### config.mk
export PLATFORM = sky130hd
export DESIGN_NAME = line_volt_mon
export DESIGN_NICKNAME = d
export VERILOG_FILES = /design/src/rtl/lvm_pkg.sv /design/src/rtl/lvm_shape.sv /design/src/rtl/lvm_regs.sv /design/src/rtl/line_volt_mon.sv
export SDC_FILE = /design/constraint.sdc
export NUM_CORES = 1
export LEC_CHECK = 0
export ABC_AREA = 1
export CAP_MARGIN = 20
export CORE_ASPECT_RATIO = 0.9
export CORE_MARGIN = 8
export CORE_UTILIZATION = 40
export CTS_BUF_LIST = sky130_fd_sc_hd__clkbuf_8
export DETAILED_ROUTE_END_ITERATION = 12
export GPL_ROUTABILITY_DRIVEN = 0
export PLACE_DENSITY = 0.81
export SLEW_MARGIN = 10
export SYNTH_ARGS = -nofsm -noshare
export SYNTH_HDL_FRONTEND = slang
export SYNTH_SLANG_ARGS = --single-unit
### constraint.sdc
create_clock -name clk_i -period 0.95 [get_ports clk_i]
set_input_delay 0.095 -clock clk_i [delete_from_list [all_inputs] [get_ports clk_i]]
set_output_delay 0.095 -clock clk_i [all_outputs]
set_load 0.03 [all_outputs]
### src/rtl/lvm_pkg.sv
package lvm_pkg;
  localparam int VOLT_W   = 8;
  localparam int ADDR_W   = 2;
  localparam int DATA_W   = 8;
  localparam logic [ADDR_W-1:0] ADDR_CTRL = 2'd0;
  localparam logic [ADDR_W-1:0] ADDR_STAT = 2'd1;

  typedef struct packed {
    logic fz_dis;    // bit 2
    logic pol_mask;  // bit 1
    logic irq_en;    // bit 0
  } ctrl_t;
endpackage

### src/rtl/lvm_shape.sv
module lvm_shape #(
  parameter int IN_W  = 10,
  parameter int OUT_W = 8,
  parameter int DEAD  = 3
) (
  input  logic signed [IN_W-1:0]  meas_i,
  input  logic                    fz_dis_i,
  output logic signed [OUT_W-1:0] val_o
);
  localparam int MAXV = (1 << (OUT_W-1)) - 1;
  localparam int MINV = -(1 << (OUT_W-1));
  localparam logic signed [OUT_W-1:0] DB_HI = DEAD[OUT_W-1:0];
  localparam int DEAD_N = -DEAD;
  localparam logic signed [OUT_W-1:0] DB_LO = DEAD_N[OUT_W-1:0];

  logic signed [OUT_W-1:0] sat;

  generate
    if (IN_W > OUT_W) begin : g_sat
      localparam logic signed [IN_W-1:0] HI = MAXV[IN_W-1:0];
      localparam logic signed [IN_W-1:0] LO = MINV[IN_W-1:0];
      always_comb begin
        if (meas_i > HI)      sat = HI[OUT_W-1:0];
        else if (meas_i < LO) sat = LO[OUT_W-1:0];
        else                  sat = meas_i[OUT_W-1:0];
      end
    end else begin : g_pass
      assign sat = OUT_W'(meas_i);
    end
  endgenerate

  logic in_band;
  assign in_band = (sat >= DB_LO) && (sat <= DB_HI);
  assign val_o   = (!fz_dis_i && in_band) ? '0 : sat;
endmodule

### src/rtl/lvm_regs.sv
module lvm_regs
  import lvm_pkg::*;
(
  input  logic              clk_i,
  input  logic              rst_ni,
  input  logic              wr_en_i,
  input  logic [ADDR_W-1:0] wr_addr_i,
  input  logic [DATA_W-1:0] wr_data_i,
  input  logic              pol_set_i,
  output ctrl_t             ctrl_o,
  output logic              pol_flag_o
);
  logic ctrl_we, clr_req;
  assign ctrl_we = wr_en_i && (wr_addr_i == ADDR_CTRL);
  assign clr_req = wr_en_i && (wr_addr_i == ADDR_STAT) && !wr_data_i[0];

  always_ff @(posedge clk_i or negedge rst_ni) begin
    if (!rst_ni)      ctrl_o <= '0;
    else if (ctrl_we) ctrl_o <= ctrl_t'(wr_data_i[2:0]);
  end

  // set has priority over a same-cycle clear
  always_ff @(posedge clk_i or negedge rst_ni) begin
    if (!rst_ni)        pol_flag_o <= 1'b0;
    else if (pol_set_i) pol_flag_o <= 1'b1;
    else if (clr_req)   pol_flag_o <= 1'b0;
  end
endmodule

### src/rtl/line_volt_mon.sv
module line_volt_mon
  import lvm_pkg::*;
#(
  parameter int MEAS_W = 10,
  parameter int DEAD   = 3
) (
  input  logic              clk_i,
  input  logic              rst_ni,
  input  logic              meas_valid_i,
  input  logic [MEAS_W-1:0] meas_i,
  input  logic              off_hook_i,
  input  logic              wr_en_i,
  input  logic [ADDR_W-1:0] wr_addr_i,
  input  logic [DATA_W-1:0] wr_data_i,
  output logic [VOLT_W-1:0] volt_o,
  output logic              pol_flag_o,
  output logic [2:0]        ctrl_o,
  output logic              irq_o
);
  logic unused_hook;
  assign unused_hook = off_hook_i;

  ctrl_t ctrl;
  logic signed [VOLT_W-1:0] shaped;
  logic [VOLT_W-1:0] volt_q;
  logic pol_set;

  lvm_shape #(.IN_W(MEAS_W), .OUT_W(VOLT_W), .DEAD(DEAD)) u_shape (
    .meas_i   ($signed(meas_i)),
    .fz_dis_i (ctrl.fz_dis),
    .val_o    (shaped)
  );

  assign pol_set = meas_valid_i && (shaped[VOLT_W-1] != volt_q[VOLT_W-1]);

  always_ff @(posedge clk_i or negedge rst_ni) begin
    if (!rst_ni)           volt_q <= '0;
    else if (meas_valid_i) volt_q <= shaped;
  end

  lvm_regs u_regs (
    .clk_i      (clk_i),
    .rst_ni     (rst_ni),
    .wr_en_i    (wr_en_i),
    .wr_addr_i  (wr_addr_i),
    .wr_data_i  (wr_data_i),
    .pol_set_i  (pol_set),
    .ctrl_o     (ctrl),
    .pol_flag_o (pol_flag_o)
  );

  assign volt_o = volt_q;
  assign ctrl_o = ctrl;
  assign irq_o  = pol_flag_o & ctrl.irq_en & ctrl.pol_mask;
endmodule

==> results.py <==
metrics = {
    "placed_design": {
        "place_area_um2": 1159,
        "dp.final_hpwl_um": 1703,
        "dpl_worst_slack_ps": -772.0,
        "port-buffer-count": 31,
        "dp_cells": 167,
    },
    "sta": {
        "worstMarginPinSlew_ps": 302.0,
        "setup_viol": 11,
        "hold_slack_ps": 148.6,
        "final.min_clock_period_ps": 1068,
        "max-slew-margin-rel": 0.7984,
        "rsz0062_at_grt": "true",
        "worst_clock_skew_ps": 4.819,
        "number_of_pins_with_negative_max_slew_slack_in_the_final_report": 0,
        "timing.final.hold_violations": 0,
        "worst_slack_ps": -117.9,
        "clock.fmax_ghz": 0.9364,
        "min_period_over_period": 1.124,
    },
    "layout": {
        "final_cell_count_no_fill": 180,
        "n_diodes": 0,
        "finish.instance_area_um2": 1343,
        "final_cell_mix": "sky130_fd_sc_hd__nand2_1 (33), sky130_fd_sc_hd__buf_4 (31), sky130_fd_sc_hd__dfrtp_1 (12)",
        "syn2layout_area_growth_pct": 80.34,
        "layout.cells.most_common": "sky130_fd_sc_hd__nand2_1",
        "nNetsFinal": 182,
        "post_route_cells_drive_above_1_share": 0.4423,
    },
    "floorplan": {
        "io_count": 38,
        "effective_utilization_at_floorplan": 0.4337,
        "die_area_um2": 3499,
        "horizontal_extent_of_the_die_um": 61.48,
        "number_of_cell_rows": 14,
        "die_height_um": 56.93,
        "fp.coreArea_um2": 1717,
    },
    "setup_path": {
        "path_class": "input port to flop",
        "critical_path.most_common_cell": "sky130_fd_sc_hd__nand2_1",
        "timing.critical_path.from_type": "input port",
        "crit_path_cell_trace": "buf_6, o21ai_4, buf_12, nand2_4, inv_4, nand3_2, o21ai_2, o211ai_4, nand2_1, nand2_1",
        "critical_path_required_ps": 1080,
        "cp_top_family": "compound AO/OA/AOI/OAI gates",
        "worstReg2RegStart": "u_regs.ctrl_o[2]",
        "crit_arrival_ps": 1200,
        "critical_path_buf_inv_count": 3,
        "critical_path.slowest_cell": "sky130_fd_sc_hd__o21ai_4",
        "critPathLaunch": "meas_i[8]",
        "slowest_delay_ps": 210,
        "worstPathMaxFanout": 8,
        "timing.critical_path.to_type": "flop",
    },
    "yosys": {
        "netlist_area_um2": 744.5,
        "syn-instance-count": 101,
        "yosys_register_bits": 12,
        "synthesized_area_per_cell_um2": 7.371,
        "ys_warn_count": 0,
        "postSynthNetCount": 126,
        "netlist-cell-type-count": 22,
        "seq_area_frac_synth": 0.4034,
    },
    "clock_tree": {
        "tritoncts": "done",
        "clk_path_buf_depth": 2,
        "cts-buffers-inserted": 3,
        "clkTransAtPathRegs_ps": 60,
        "clkLatencyLatePin_ps": 240,
        "cts-htree-levels": 1,
        "ctsRootBufferMaster": "sky130_fd_sc_hd__clkbuf_8",
        "numClockSinks": 12,
    },
    "power_and_ir_drop": {
        "vdd_ir_drop_max_mv": 0.7930,
        "power_density_nw_per_um2": 1487,
        "cellLeakagePower_nw": 0.7134,
        "finalPower_mw": 1.996,
    },
    "outcome": {
        "violations_in_the_final_reports": "setup timing",
        "outcome": "finished, violations left",
    },
    "global_routing": {
        "number_of_antenna_violations_at_the_first_check_in_global_routing": 0,
        "first_global_vias": 902,
        "grtUsageTotal": 0.1526,
        "gr-total-overflow": 0,
        "grt_first_pass_wirelength_um": 4153,
        "pin_count_of_the_biggest_net_entering_global_routing": 13,
    },
    "detailed_routing": {
        "via_count": 866,
        "wire_per_inst_um": 14.49,
        "detail_route.drc_violations": 0,
        "via_per_inst": 4.811,
        "drt_pre_antenna_iters": 4,
        "finalWirelength_um": 2609,
        "detail-route-antenna-nets": 0,
        "drt_first_iter_violations": 19,
    },
    "flow_run": {
        "cap_viol_max_count": 0,
    },
    "worst_hold_path": {
        "min-delay-path-class": "input port to asynchronous set/reset pin",
    },
}
[layer usage]
layer,track usage,vias up,share of wire
met2,0.2642,30,0.50
li1,-,428,-
met5,0,-,0
met4,0.04221,0,0.023
met1,0.1759,397,0.41
met3,0.04091,11,0.067
[report_power, final]
part | switching (mW) | internal, mW
Clock | 0.209 | 0.367
Combinational | 0.422 | 0.369
Sequential | 0.0507 | 0.580
Total | 0.681 | 1.32
[area by class of cell]
cell class                      instances  area, um^2
Sequential cell                        12       300.3
Inverter                               10       42.54
Multi-Input combinational cell         76       439.2
Clock buffer                            4       55.05
Timing Repair Buffer                   54       475.5
Tap cell                               24       30.03
Fill cell                             116       374.1
[sequential cells by signal, indices dropped and copies added, names as in the netlist]
signal / cells
u_regs.pol_flag_o: 1
u_regs.ctrl_o: 3
volt_o: 8
[synth_stat cells]
| library cell | n | share of area |
|---|---|---|
| sky130_fd_sc_hd__buf_4 | 1 | 0.010 |
| sky130_fd_sc_hd__dfrtp_1 | 12 | 0.40 |
| sky130_fd_sc_hd__nor2_1 | 8 | 0.040 |
| sky130_fd_sc_hd__o211ai_4 | 1 | 0.029 |
| sky130_fd_sc_hd__mux2_2 | 2 | 0.030 |
| sky130_fd_sc_hd__o21ai_1 | 2 | 0.013 |
| sky130_fd_sc_hd__a21oi_1 | 6 | 0.040 |
| sky130_fd_sc_hd__nand2_4 | 1 | 0.015 |
| sky130_fd_sc_hd__and3_1 | 1 | 0.0084 |
| sky130_fd_sc_hd__nand3_1 | 3 | 0.020 |
| sky130_fd_sc_hd__nand3b_1 | 1 | 0.010 |
| sky130_fd_sc_hd__clkbuf_1 | 1 | 0.0050 |
| sky130_fd_sc_hd__buf_6 | 1 | 0.015 |
| sky130_fd_sc_hd__nand2_1 | 42 | 0.21 |
| sky130_fd_sc_hd__inv_2 | 3 | 0.015 |
| sky130_fd_sc_hd__inv_1 | 7 | 0.035 |
| sky130_fd_sc_hd__nand2_2 | 2 | 0.017 |
| sky130_fd_sc_hd__nor2_2 | 1 | 0.0084 |
| sky130_fd_sc_hd__o21ai_0 | 1 | 0.0067 |
| sky130_fd_sc_hd__o21ai_2 | 2 | 0.024 |
| sky130_fd_sc_hd__o21bai_2 | 1 | 0.015 |
| sky130_fd_sc_hd__nand3_2 | 2 | 0.027 |
[cell families after synthesis]
group,share of synthesized area
AND/OR/NAND/NOR,0.3580
AO/OA/AOI/OAI,0.1277
flip-flops,0.4034
multiplexers,0.03025
buffers and inverters,0.08068
[worst reg2reg max path: stages (launching register included)]
cell and delay [ps]:
sky130_fd_sc_hd__dfrtp_1 410, sky130_fd_sc_hd__inv_1 160, sky130_fd_sc_hd__o211ai_4 150, sky130_fd_sc_hd__nand2_1 100
sky130_fd_sc_hd__nand2_1 60
[worst paths after layout]
check | slack (ps) | end | cells past startpoint
worst max-delay path | -120 | volt_o[2] | 10
worst max register to register | -40 | volt_o[2] | 4
worst min-delay path | 150 | volt_o[7] | 2
min in group clk_i | 270 | u_regs.pol_flag_o | 4
max in group asynchronous | 640 | volt_o[1] | 2
worst min register to register | 490 | volt_o[0] | 2
[per-stage QoR]
| step | util | TNS, ps |
|---|---|---|
| 6_report | 0.7821 | -961.1 |
| 5_1_grt | 0.7821 | -1660 |
| 4_1_cts | 0.7711 | -1028 |
| 3_5_place_dp | 0.6749 | -7379 |
| 3_3_place_gp | 0.6749 | -6564 |
| 2_1_floorplan | - | -644.1 |
[what timing repair did]
item | 4_1_cts | 5_1_grt
endpoints found under the setup margin | 12 | 15
hold buffers | 0 | 0
endpoints found under the hold margin | 0 | 0
pin swaps | 27 | 10
setup buffers | 9 | 0
resized for setup | 40 | 6
(Power assumes the default switching activity.)
